## config.mk

```make
export PLATFORM = sky130hd
export DESIGN_NAME = blk_xfer_master
export DESIGN_NICKNAME = d
export VERILOG_FILES = /design/src/rtl/bxm_pkg.sv /design/src/rtl/bxm_delay_ctr.sv /design/src/rtl/bxm_byte_ctr.sv /design/src/rtl/blk_xfer_master.sv
export SDC_FILE = /design/constraint.sdc
export NUM_CORES = 1
export LEC_CHECK = 0
export ABC_AREA = 1
export BUFFER_PORTS_ARGS = -buffer_cell sky130_fd_sc_hd__clkbuf_2
export CAP_MARGIN = 20
export CORE_ASPECT_RATIO = 0.75
export CORE_UTILIZATION = 30
export CTS_CLUSTER_SIZE = 25
export DETAILED_ROUTE_END_ITERATION = 10
export GPL_ROUTABILITY_DRIVEN = 1
export GPL_TIMING_DRIVEN = 0
export SETUP_SLACK_MARGIN = 0.02
export SYNTH_ARGS = -nofsm -noshare
export SYNTH_HDL_FRONTEND = slang
export SYNTH_HIERARCHICAL = 1
export SYNTH_SLANG_ARGS = --single-unit
```

## constraint.sdc

```tcl
create_clock -name clk -period 2.65 [get_ports clk]
set_input_delay 0.265 -clock clk [delete_from_list [all_inputs] [get_ports clk]]
set_output_delay 0.265 -clock clk [all_outputs]
set_load 0.005 [all_outputs]
```

## src/rtl/bxm_pkg.sv

```systemverilog
package bxm_pkg;

    localparam int BYTES_PER_WORD = 4;

    typedef enum logic [2:0] {
        ST_IDLE,
        ST_SETUP,
        ST_WAIT_ACK,
        ST_HOLD,
        ST_WAIT_REL
    } bxm_state_e;

endpackage

```

## src/rtl/bxm_delay_ctr.sv

```systemverilog
// Down-counter that is reloaded on entry to a timed wait state.
module bxm_delay_ctr #(
    parameter int W = 4
) (
    input  logic         clk,
    input  logic         rst,
    input  logic         load,
    input  logic [W-1:0] load_val,
    output logic         expired
);

    logic [W-1:0] cnt_d, cnt_q;

    always_comb begin
        cnt_d = cnt_q;
        if (load) begin
            cnt_d = load_val;
        end else if (cnt_q != '0) begin
            cnt_d = cnt_q - 1'b1;
        end
    end

    always_ff @(posedge clk) begin
        if (rst) begin
            cnt_q <= '0;
        end else begin
            cnt_q <= cnt_d;
        end
    end

    assign expired = (cnt_q == '0);

endmodule

```

## src/rtl/bxm_byte_ctr.sv

```systemverilog
// Remaining-byte counter for a block, stepped once per finished word.
module bxm_byte_ctr #(
    parameter int CNT_W = 12,
    parameter int STEP  = 4
) (
    input  logic             clk,
    input  logic             rst,
    input  logic             load,
    input  logic [CNT_W-1:0] load_val,
    input  logic             dec,
    output logic             more,
    output logic             payload
);

    localparam logic [CNT_W-1:0] STEP_V = CNT_W'(STEP);

    logic [CNT_W-1:0] cnt_d, cnt_q;

    always_comb begin
        cnt_d = cnt_q;
        if (load) begin
            cnt_d = load_val;
        end else if (dec) begin
            cnt_d = (cnt_q > STEP_V) ? (cnt_q - STEP_V) : '0;
        end
    end

    always_ff @(posedge clk) begin
        if (rst) begin
            cnt_q <= '0;
        end else begin
            cnt_q <= cnt_d;
        end
    end

    assign more    = (cnt_q > STEP_V);
    assign payload = (cnt_q != '0);

endmodule

```

## src/rtl/blk_xfer_master.sv

```systemverilog
module blk_xfer_master
    import bxm_pkg::*;
#(
    parameter int ADDR_W    = 16,
    parameter int DATA_W    = 32,
    parameter int CNT_W     = 12,
    parameter int SETUP_CYC = 5,
    parameter int HOLD_CYC  = 10
) (
    input  logic              clk,
    input  logic              rst,
    input  logic              req_valid,
    input  logic              req_write,
    input  logic [ADDR_W-1:0] req_addr,
    input  logic [CNT_W-1:0]  req_bytes,
    output logic              busy,
    output logic              done,
    input  logic [DATA_W-1:0] src_data,
    output logic              src_take,
    output logic [DATA_W-1:0] snk_data,
    output logic              snk_valid,
    output logic [ADDR_W-1:0] bus_addr,
    output logic [DATA_W-1:0] bus_wdata,
    output logic              bus_wen,
    input  logic [DATA_W-1:0] bus_rdata,
    output logic              bus_ready,
    input  logic              bus_ack
);

    localparam int DLY_MAX = (SETUP_CYC > HOLD_CYC) ? SETUP_CYC : HOLD_CYC;
    localparam int DLY_W   = $clog2(DLY_MAX + 1);
    localparam logic [DLY_W-1:0] SETUP_LD = DLY_W'(SETUP_CYC - 1);
    localparam logic [DLY_W-1:0] HOLD_LD  = DLY_W'(HOLD_CYC - 1);

    typedef struct packed {
        bxm_state_e        state;
        logic [ADDR_W-1:0] addr;
        logic [DATA_W-1:0] wdata;
        logic              wen;
        logic              ready;
        logic              write;
        logic [DATA_W-1:0] snk_data;
        logic              snk_valid;
        logic              done;
    } regs_t;

    regs_t r_d, r_q;

    logic             dly_load;
    logic [DLY_W-1:0] dly_val;
    logic             dly_expired;
    logic             byte_load;
    logic             byte_dec;
    logic             more_words;
    logic             has_payload;
    logic             take_d;

    bxm_delay_ctr #(
        .W (DLY_W)
    ) u_dly (
        .clk      (clk),
        .rst      (rst),
        .load     (dly_load),
        .load_val (dly_val),
        .expired  (dly_expired)
    );

    bxm_byte_ctr #(
        .CNT_W (CNT_W),
        .STEP  (BYTES_PER_WORD)
    ) u_bytes (
        .clk      (clk),
        .rst      (rst),
        .load     (byte_load),
        .load_val (req_bytes),
        .dec      (byte_dec),
        .more     (more_words),
        .payload  (has_payload)
    );

    always_comb begin
        r_d           = r_q;
        r_d.snk_valid = 1'b0;
        r_d.done      = 1'b0;
        dly_load      = 1'b0;
        dly_val       = '0;
        byte_load     = 1'b0;
        byte_dec      = 1'b0;
        take_d        = 1'b0;

        case (r_q.state)
            ST_IDLE: begin
                if (req_valid) begin
                    r_d.state = ST_SETUP;
                    r_d.addr  = req_addr;
                    r_d.write = req_write;
                    byte_load = 1'b1;
                    dly_load  = 1'b1;
                    dly_val   = SETUP_LD;
                    if (req_write && (req_bytes != '0)) begin
                        r_d.wen   = 1'b1;
                        r_d.wdata = src_data;
                        take_d    = 1'b1;
                    end else begin
                        r_d.wen   = 1'b0;
                        r_d.wdata = '0;
                    end
                end
            end
            ST_SETUP: begin
                if (dly_expired) begin
                    r_d.ready = 1'b1;
                    r_d.state = ST_WAIT_ACK;
                end
            end
            ST_WAIT_ACK: begin
                if (bus_ack) begin
                    r_d.state = ST_HOLD;
                    dly_load  = 1'b1;
                    dly_val   = HOLD_LD;
                    if (!r_q.write && has_payload) begin
                        r_d.snk_data  = bus_rdata;
                        r_d.snk_valid = 1'b1;
                    end
                end
            end
            ST_HOLD: begin
                if (dly_expired) begin
                    r_d.ready = 1'b0;
                    r_d.state = ST_WAIT_REL;
                end
            end
            ST_WAIT_REL: begin
                if (!bus_ack) begin
                    if (more_words) begin
                        byte_dec  = 1'b1;
                        r_d.state = ST_SETUP;
                        dly_load  = 1'b1;
                        dly_val   = SETUP_LD;
                        if (r_q.write) begin
                            r_d.wdata = src_data;
                            take_d    = 1'b1;
                        end
                    end else begin
                        r_d.state = ST_IDLE;
                        r_d.wen   = 1'b0;
                        r_d.done  = 1'b1;
                    end
                end
            end
            default: r_d.state = ST_IDLE;
        endcase
    end

    always_ff @(posedge clk) begin
        if (rst) begin
            r_q <= '0;
        end else begin
            r_q <= r_d;
        end
    end

    assign busy      = (r_q.state != ST_IDLE);
    assign done      = r_q.done;
    assign src_take  = take_d;
    assign snk_data  = r_q.snk_data;
    assign snk_valid = r_q.snk_valid;
    assign bus_addr  = r_q.addr;
    assign bus_wdata = r_q.wdata;
    assign bus_wen   = r_q.wen;
    assign bus_ready = r_q.ready;

endmodule

```

==> impl_results.md, run 1 <==
* # DRC at 0
* Setup total negative slack at 0 ns
* Grt ovf at 0
* RR Endpoint: u_bytes/cnt_q[11]
* Final GP Congestion at roughly 0.79
* RSZ-0062 raised after global routing: no
* Reg power frac at about 33%
* Max_slew headroom at slightly above 60%
* R2R Path Start: u_bytes/cnt_q[2]
* Total wire length at approximately 13000 um
* Sw frac at roughly 37%
* Diode count at 0
* DIE AREA at roughly 0.018 mm2
* CP Class: reg -> out
* Area leader, netlist: dfxtp_1
* Post_cts resized at 0
* Max VDD drop at about 0.41 mV
* Final Cycle Share at ~90%
* Worst-path clk slew at roughly 0.070 ns
* Initial antenna violation count at 0
* Share of the synthesized area in the top cell type at 40.0%
* Crit path time final at about 2.4 ns
* Inst Count DP at 1131
* Die height at ~120 um
* Status: finished clean
* Int Power at ~4.3 mW
* Vias per inst at about 4.3
* Register area share after synthesis at between 30% and 40%
* FF-to-FF path depth at 15
* Clock network power share at about a fifth
* Worst path top cell family by delay: buffers and inverters
* Final setup margin at about 0.27 ns
* Net count after synthesis at around 830
* Worst path required time at approximately 2.4 ns
* Syn avg cell area at between 7 and 8 um2
* Ys Warns at 6
* Pleak at between 3 and 4 nW
* Hold depth at 3
* Setup-failing EPs final at 0
* Final-report hold violation count at 0
* End of the worst hold path: snk_data[13]
* Clock Latency Late Sink at roughly 0.35 ns
* Combinational power share at between 40% and 50%
* Wirelength per Cell at ~12 um
* Critical Path AT at around 2.1 ns
* MaxCap Viol Count at 0
* H-tree Lvls at 3
* Max Freq at 420 MHz
* Hold slack at between 0.1 and 0.15 ns
* CP Launch Point: u_bytes/cnt_q[3]
* CP max stage delay at 0.41 ns
* CTS buffer count at 9
* Post-layout net count at ~1000
* Vias at ~5000
* Iteration-0 DRC Markers at around 310
* Synth top area cells: dfxtp_1 (40%), buf_4 (13%), nand2_1 (11%)
* Reg2reg setup slack at 0.31 ns
* Buf/Inv on CP at 5
* Setup crit start kind: flop
* Core box area at approximately 0.017 mm2
* I/O Buffers at between 150 and 200
* Layout cell share with drive strength beyond 1 at roughly a third
* Starting Density at between 30% and 40%
* Max Root-Sink Buffers at 2
* First-pass DRT Iterations at 4
* Global-route wire length before repair at ~22000 um
* DP Worst Slack at ~0.38 ns
* Most common cell after layout, fill and taps aside: clkbuf_2
* ANT nets after route at 0
* Hpwl dp at between 9000 and 10000 um
* Via count of the first global-routing pass at between 4000 and 5000
* Crit-path most repeated cell: inv_1
* CTS tree: yes
* CTS Hold Buffers Added at 0
* Die span in x at roughly 150 um
* Clk sink count at 104
* Area grow syn2layout at 28.8%
* Post-synth cell types at 34
* Worst-path fanout max at 12
* Hold wc startpoint: bus_rdata[13]
* Tightest Hold Check Type: in -> reg
* NetSw at 2.51 mW
* Slew @ Worst Pin at about 0.58 ns
* CP max-delay cell: dfxtp_1
* Rows at 41
* Clk root buf: clkbuf_16
* Commonest non-fill, non-tap cells in the layout: clkbuf_2 (182), nand2_1 (147), nor2_1 (126), dfxtp_1 (104), buf_4 (87)
* Post-CTS setup buffer count at 0
* Critical Path End Type: output port
* Post-Syn Instances at roughly 730
* Slew Limit Fails at 0
* Final Skew at approximately 0.01 ns
* I/O Pins at approximately 180
* Largest net degree at the start of global routing at 17
* Critical-path cell list: inv_1 > ha_1 > inv_1 > nand2_1 > nand3_2 > buf_6 > inv_1 > nor2_1 > nand2_1 > o21ai_1 > clkbuf_2
* Synth Register Bits at approximately 100
* Pwr dens at 1020 mW/mm2
* Layout Cells excl Fill at between 1000 and 1500
* All-Layer GR Usage at roughly 15%
* Post-Syn Area at between 0.005 and 0.006 mm2
through the flow:
step,utilization [%],instance area (um2),total power [mW]
detailed placement,37.9,6390,5.43
CTS,39.8,6710,6.92
finish,39.8,6710,6.84
global route,39.8,6710,7.45
floorplan,-,5210,4.51
global placement,37.9,6390,5.42
cell families (layout without fill, tap and decap cells):
family / after synthesis / count (layout) / synth area share [%]
AOI/OAI and AO/OA: 118 / 118 / 11.8
xor gates and xnor gates: 3 / 3 / 0.504
adders and majority gates: 3 / 3 / 0.721
buffers and inverters: 182 / 379 / 20.6
DFF: 104 / 104 / 40.0
other: 1 / 1 / 0.0720
and+or+nand+nor: 323 / 323 / 26.4
worst register-to-register path, stage by stage, from the launching register on:
cell and delay [ns]:
dfxtp_1 0.34, inv_2 0.11, ha_1 0.27, inv_1 0.06
nand2_1 0.08, nand3_2 0.11, buf_6 0.17, inv_1 0.07
nor2_1 0.04, nand2_1 0.12, inv_1 0.08, nor2_2 0.39
inv_1 0.11, o21ai_0 0.18, nor2_1 0.07, nor2_1 0.08
state kept, by name, summed over array words and instances (netlist names):
signal / flops
done: 1
bus_addr: 16
snk_data: 32
u_bytes/cnt_q: 12
bus_wen: 1
bus_ready: 1
u_dly/cnt_q: 4
snk_valid: 1
bus_wdata: 32
r_q: 4
power by group through the flow:
stage | clock, mW | combinational (mW) | sequential [mW]
after floorplan | 0 | 2.25 | 2.26
after global placement | 0 | 3.10 | 2.31
after global routing | 1.56 | 3.54 | 2.35
final | 1.45 | 3.10 | 2.29
after detailed placement | 0 | 3.12 | 2.32
after CTS | 1.50 | 3.13 | 2.28
per-layer routing:
layer | wire length, um | track usage [%] | vias to the layer above
met2 | 5450 | 22.7 | 143
met5 | 0 | 0 | -
met4 | 184 | 4.53 | 0
met3 | 1060 | 5.83 | 15
met1 | 6690 | 20.2 | 2123
li1 | - | - | 2604
layout make-up:
| class | instances | area (um2) |
|---|---|---|
| Timing Repair Buffer | 182 | 911 |
| Sequential cell | 104 | 2080 |
| Clock buffer | 11 | 243 |
| Multi-Input combinational cell | 448 | 2050 |
| Clock inverter | 4 | 76.3 |
| Fill cell | 1797 | 10200 |
| Tap cell | 215 | 269 |
| Inverter | 71 | 267 |
| Buffer | 111 | 807 |
synth_stat cells:
cell type      number
nor3_2              1
inv_1              61
nand3_2             2
a22oi_1             9
dlygate4sd1_1       1
buf_2               7
nand2_2             7
dfxtp_1           104
buf_12              1
nor2_2              4
buf_4              87
ha_1                3
and2_0              1
or2_0               1
clkbuf_4            1
xnor2_1             2
clkinv_1            1
nand3_4             1
nand3_1            12
buf_1               2
inv_2               9
buf_6               4
o21ai_1             4
nor2_1            126
xor2_1              1
nor4_1              1
nand2_1           147
clkbuf_1            8
o21ai_0            53
nor3_1              1
a21oi_1            52
conb_1              1
nor2_4              6
nand4_1            13
worst max path at each step:
stage | slack [ns] | depth (start not counted) | endpoint
finish | 0.27 | 11 | src_take
global route | 0.07 | 11 | src_take
CTS | 0.17 | 11 | src_take
detailed placement | 0.38 | 15 | u_bytes/cnt_q[11]
global placement | 0.39 | 15 | u_bytes/cnt_q[11]
floorplan | 0.75 | 14 | u_dly/cnt_q[3]
No activity file was read; power rests on OpenSTA's default activity.
==> run 2: changes to the inputs <==
- BUFFER_PORTS_ARGS: -buffer_cell sky130_fd_sc_hd__clkbuf_2 -> not set
- CORE_MARGIN: not set -> 3
- DONT_BUFFER_PORTS: not set -> 1
- REMOVE_ABC_BUFFERS: not set -> 1
==> impl_results.md, run 2 (synthesis gave the netlist of run 1 again) <==
* CP max-delay cell: nor2_4
* Fill cells at 1862 (+3.6%)
* RSZ-0062 raised after global routing: no
* Final Core Density at 30.3% (-9.4 points)
* Grt ovf at 0 (unchanged)
* Hold wc startpoint: bus_rdata[24]
* Via count of the first global-routing pass at 3643 (-19%)
* Clk root buf: clkbuf_16
* Setup total negative slack at 0 ns (unchanged)
* First-pass DRT Iterations at 4 (unchanged)
* Multi-input logic area at 0.00207 mm2 (+0.85%)
* Register area at 0.00208 mm2 (unchanged)
* Initial antenna violation count at 0 (unchanged)
* Critical Path End Type: flop
* MaxCap Viol Count at 0 (unchanged)
* # DRC at 0 (unchanged)
* Max Freq at 408 MHz (-2.9%)
* Final GP Congestion at 0.759 (-4.2%)
* Worst-path clk slew at 0.07 ns (about the same)
* Die height at 120 um (+3.4%)
* Hpwl dp at 8320 um (-17%)
* Total power at 5.89 mW (-14%)
* Slew Limit Fails at 0 (unchanged)
* CTS buffer count at 9 (unchanged)
* Diode count at 0 (unchanged)
* Global-route wire length before repair at 19200 um (-12%)
* DP Worst Slack at -0.00578 ns (-0.381 ns)
* Clock Latency Late Sink at 0.35 ns (about the same)
* Final Skew at 0.00903 ns (-0.00122 ns)
* Starting Density at 30.8% (-0.094 points)
* Max VDD drop at 0.433 mV (+6.8%)
* I/O Buffers at 0 (-100%)
* I/O Pins at 183 (unchanged)
* Hold slack at 0.0524 ns (-0.0811 ns)
* CTS tree: yes
* Pleak at 2.24 nW (-36%)
* Vias per inst at 4.53 (+6.4%)
* Vias at 3917 (-20%)
* H-tree Lvls at 3 (unchanged)
* ANT nets after route at 0 (unchanged)
* Slew @ Worst Pin at 0.859 ns (+0.281 ns)
* CP Class: reg -> reg
* Layout cell share with drive strength beyond 1 at 8.47% (-27 points)
* Wirelength per Cell at 14.9 um (+28%)
* Max_slew headroom at 42.5% (-19 points)
* Worst-path fanout max at 19 (+7)
* DIE AREA at 0.0190 mm2 (+6.1%)
* Crit path time final at 2.45 ns (+0.0702 ns)
* Post-layout net count at 745 (-27%)
* Rows at 41 (unchanged)
* Tightest Hold Check Type: in -> reg
* Area grow syn2layout at -1.42%
* Total wire length at 12900 um (-3.6%)
* All-Layer GR Usage at 12.9% (-2.3 points)
* Pwr dens at 1150 mW/mm2 (+13%)
* Crit-path most repeated cell: inv_2
* Clk sink count at 104 (unchanged)
* CP max stage delay at 0.46 ns (+0.05 ns)
* Final Cycle Share at 92.5% (+2.7 points)
* CP Launch Point: r_q[86]
* R2R Path Start: r_q[86]
* Critical-path cell list: inv_2 > nand2_2 > nor2_4 > inv_2 > nor2_4 > inv_2 > nand3_1 > inv_2 > or2_0 > nand3_1 > nor2_1
* Final setup margin at 0.198 ns (-0.0702 ns)
* Most common cell after layout, fill and taps aside: nand2_1
* Final-report hold violation count at 0 (unchanged)
* Iteration-0 DRC Markers at 301 (-4.1%)
* Largest net degree at the start of global routing at 58 (+41)
* Critical Path AT at 2.69 ns (+0.57 ns)
* Setup-failing EPs final at 0 (unchanged)
* Commonest non-fill, non-tap cells in the layout: nand2_1 (147), nor2_1 (126), dfxtp_1 (104), inv_1 (60), o21ai_0 (53)
* Setup crit start kind: flop
* Max Root-Sink Buffers at 2 (unchanged)
* Worst path required time at 2.89 ns (+0.51 ns)
* Status: finished clean
* Die span in x at 158 um (+2.6%)
* Core box area at 0.0169 mm2 (+0.30%)
## run 2: changes by cell type in the layout (fill, tap and decap cells not counted), sizes merged
cell | previous run | this run
clkbuf | 202 | 10
clkinv | 1 | 3
buf | 101 | 7
clkinvlp | 1 | 2
dlygate4sd3 | 0 | 2
nor2 | 136 | 138
inv | 71 | 69
dlygate4sd1 | 1 | 0
## run 2: metrics by stage
| step | std cells | area (um2) |
|---|---|---|
| 2_1_floorplan | 623 | 4400 |
| 3_3_place_gp | 838 | 4670 |
| 3_5_place_dp | 840 | 4720 |
| 4_1_cts | 858 | 5070 |
| 5_1_grt | 864 | 5140 |
| 6_report | 864 | 5140 |
## run 2: routing by layer
| metal | vias up | wire length, um | global-route usage, % |
|---|---|---|---|
| met2 | 151 | 5730 | 19.8 |
| met4 | 0 | 126 | 3.22 |
| li1 | 2037 | - | - |
| met5 | - | 0 | 0 |
| met3 | 10 | 1390 | 5.62 |
| met1 | 1719 | 5660 | 16.6 |
## run 2: path summary, 6_finish.rpt
path,end,slack (ns),cells past startpoint
worst max-delay path,u_dly/cnt_q[3],0.20,11
worst min register to register,u_bytes/cnt_q[1],0.48,2
worst min-delay path,snk_data[24],0.05,2
worst max register to register,u_dly/cnt_q[3],0.20,11
## run 2: layout make-up
type | instances | area share (%)
Clock inverter | 5 | 1.58
Clock buffer | 10 | 4.65
Multi-Input combinational cell | 450 | 40.3
Sequential cell | 104 | 40.5
Timing Repair Buffer | 9 | 2.29
Inverter | 71 | 5.36
Tap cell | 215 | 5.24
## run 2: what timing repair did
item | CTS | global route
pin swaps | 2 | 2
gates cloned | 1 | 1
hold buffers | 2 | 0
buffers inserted | 0 | 5
setup endpoints to repair | 36 | 51
gates resized for setup | 1 | 3
endpoints found under the hold margin | 20 | 0
## run 2: power by group
part	total, mW	switching (mW)	internal, mW
combinational	2.04	1.38	0.660
sequential	2.41	0.381	2.03
clock	1.44	0.594	0.849
## run 2: worst max-delay path: cells and delay by family, from the launching register on
family | cells | cell delay, ns
buffers and inverters | 4 | 0.64
flip-flops | 1 | 0.37
AND/OR/NAND/NOR | 7 | 1.33
==> run 3: changes to the inputs <==
- REMOVE_ABC_BUFFERS: 1 -> not set
==> impl_results.md, run 3 (synthesis gave the netlist of run 1 again) <==
* CTS buffer count at 9 (unchanged)
* Clock Latency Late Sink at 0.35 ns (about the same)
* Worst-path clk slew at 0.08 ns (about the same)
* Uppermost layer routed: met4
* Layout Cells excl Fill at 967 (+12%)
* Status: finished clean
* Setup crit start kind: flop
* Setup-failing EPs final at 0 (unchanged)
* Critical Path AT at 2.13 ns (-0.56 ns)
* ANT nets after route at 0 (unchanged)
* Slew @ Worst Pin at 0.546 ns (-0.313 ns)
* Global-route wire length before repair at 21000 um (+9.4%)
* Critical Path End Type: output port
* CTS tree: yes
* Total power at 6.45 mW (+9.5%)
* Worst-path fanout max at 12 (-7)
* CP Class: reg -> out
* I/O Buffers at 0 (unchanged)
* Hold depth at 2 (unchanged)
* Setup total negative slack at 0 ns (unchanged)
* Inst Count DP at 949 (+13%)
* Grt ovf at 0 (unchanged)
* Via count of the first global-routing pass at 4077 (+12%)
* Area grow syn2layout at 11.6%
* Vias per inst at 4.49 (-0.91%)
* Max VDD drop at 0.401 mV (-7.3%)
* Initial antenna violation count at 0 (unchanged)
* Diode count at 0 (unchanged)
* All-Layer GR Usage at 14.0% (+1.1 points)
* Starting Density at 30.8% (unchanged)
* WL met2 at 5620 um (-1.8%)
* Max Freq at 418 MHz (+2.5%)
* Pleak at 2.74 nW (+22%)
* Total wire length at 13500 um (+4.4%)
* Tightest Hold Check Type: in -> reg
* Wire length on met3 at 1430 um (+2.4%)
* M1 WL at 6260 um (+11%)
* Worst path required time at 2.38 ns (-0.51 ns)
* Final Skew at 0.00823 ns (-0.000792 ns)
* Core box area at 0.0169 mm2 (unchanged)
* Die height at 120 um (unchanged)
* Post-layout net count at 847 (+14%)
* MaxCap Viol Count at 0 (unchanged)
* Slew Limit Fails at 0 (unchanged)
* Wirelength per Cell at 13.9 um (-6.7%)
* H-tree Lvls at 3 (unchanged)
* Die span in x at 158 um (unchanged)
* # DRC at 0 (unchanged)
* Most common cell after layout, fill and taps aside: nand2_1
* Commonest non-fill, non-tap cells in the layout: nand2_1 (147), nor2_1 (126), dfxtp_1 (104), buf_4 (87), inv_1 (61)
* Final GP Congestion at 0.829 (+9.3%)
* I/O Pins at 183 (unchanged)
* RSZ-0062 raised after global routing: no
* FF-to-FF path depth at 14 (+3)
* Pwr dens at 1110 mW/mm2 (-3.2%)
* Crit path time final at 2.39 ns (-0.0605 ns)
* Rows at 41 (unchanged)
* Clk root buf: clkbuf_16
* Max_slew headroom at 63.6% (+21 points)
* First-pass DRT Iterations at 4 (unchanged)
* Max Root-Sink Buffers at 2 (unchanged)
* Clk sink count at 104 (unchanged)
* Largest net degree at the start of global routing at 20 (-66%)
* Vias at 4344 (+11%)
* Final Cycle Share at 90.3% (-2.3 points)
* Iteration-0 DRC Markers at 277 (-8.0%)
* Final-report hold violation count at 0 (unchanged)
* Layout cell share with drive strength beyond 1 at 19.4% (+11 points)
* Hpwl dp at 10000 um (+20%)
* DIE AREA at 0.0190 mm2 (unchanged)
## run 3: cell count changes in the layout (fill, tap and decap cells not counted), sizes merged
cell,change
buf,+94
clkbuf,+8
inv,+6
clkinvlp,-2
nor2,-2
bufinv,-1
clkinv,-1
dlygate4sd1,+1
## run 3: power breakdown
group	switching [mW]	internal (mW)
sequential	0.279	2.02
combinational	1.56	1.18
clock	0.656	0.756
total	2.50	3.96
## run 3: critical path, stage by stage, from the launching register on
cell and delay (ns):
dfxtp_1 0.39, inv_1 0.10, ha_1 0.27, inv_1 0.08, nand2_1 0.06, nand3_2 0.10
buf_6 0.16, inv_1 0.06, nor2_1 0.09, nand2_1 0.14, o21ai_0 0.32
## run 3: final timing paths
check | slack, ns | endpoint | start
setup / recovery | 0.26 | src_take | u_bytes/cnt_q[3]
hold / removal | 0.05 | snk_data[16] | bus_rdata[16]
setup reg to reg | 0.37 | u_dly/cnt_q[1] | u_bytes/cnt_q[2]
hold reg to reg | 0.49 | u_bytes/cnt_q[0] | u_bytes/cnt_q[0]
## run 3: metal layers
metal  vias up  track usage [%]
met5         -                0
met4         0             3.92
met3        13             5.77
met2       172             20.7
met1      1899             18.8
li1       2260                -
## run 3: area by class of cell
| class | instances | area (um2) |
|---|---|---|
| fill | 1828 | 11100 |
| clock inverter | 7 | 83.8 |
| inverter | 71 | 267 |
| clock buffer | 9 | 225 |
| timing repair buffer | 2 | 20.0 |
| sequential | 104 | 2080 |
| tap | 215 | 269 |
| multi-input combinational | 448 | 2060 |
| buffer | 111 | 807 |
## run 3: through the flow
stage	util (%)	hold slack (ns)	instance area, um2	worst slack [ns]
6_report	34.3	0.0466	5810	0.258
5_1_grt	34.3	0.0186	5810	0.0751
4_1_cts	34.3	0.0232	5810	0.255
3_5_place_dp	32.4	0.338	5480	0.325
3_3_place_gp	32.4	0.336	5480	0.329
2_1_floorplan	-	0.334	5210	0.755
## run 3: what timing repair did
| item | CTS | global route |
|---|---|---|
| gates resized for setup | 0 | 1 |
| endpoints found under the hold margin | 5 | 0 |
| setup endpoints to repair | 0 | 2 |
| hold buffers | 2 | 0 |
| buffers inserted | 0 | 0 |
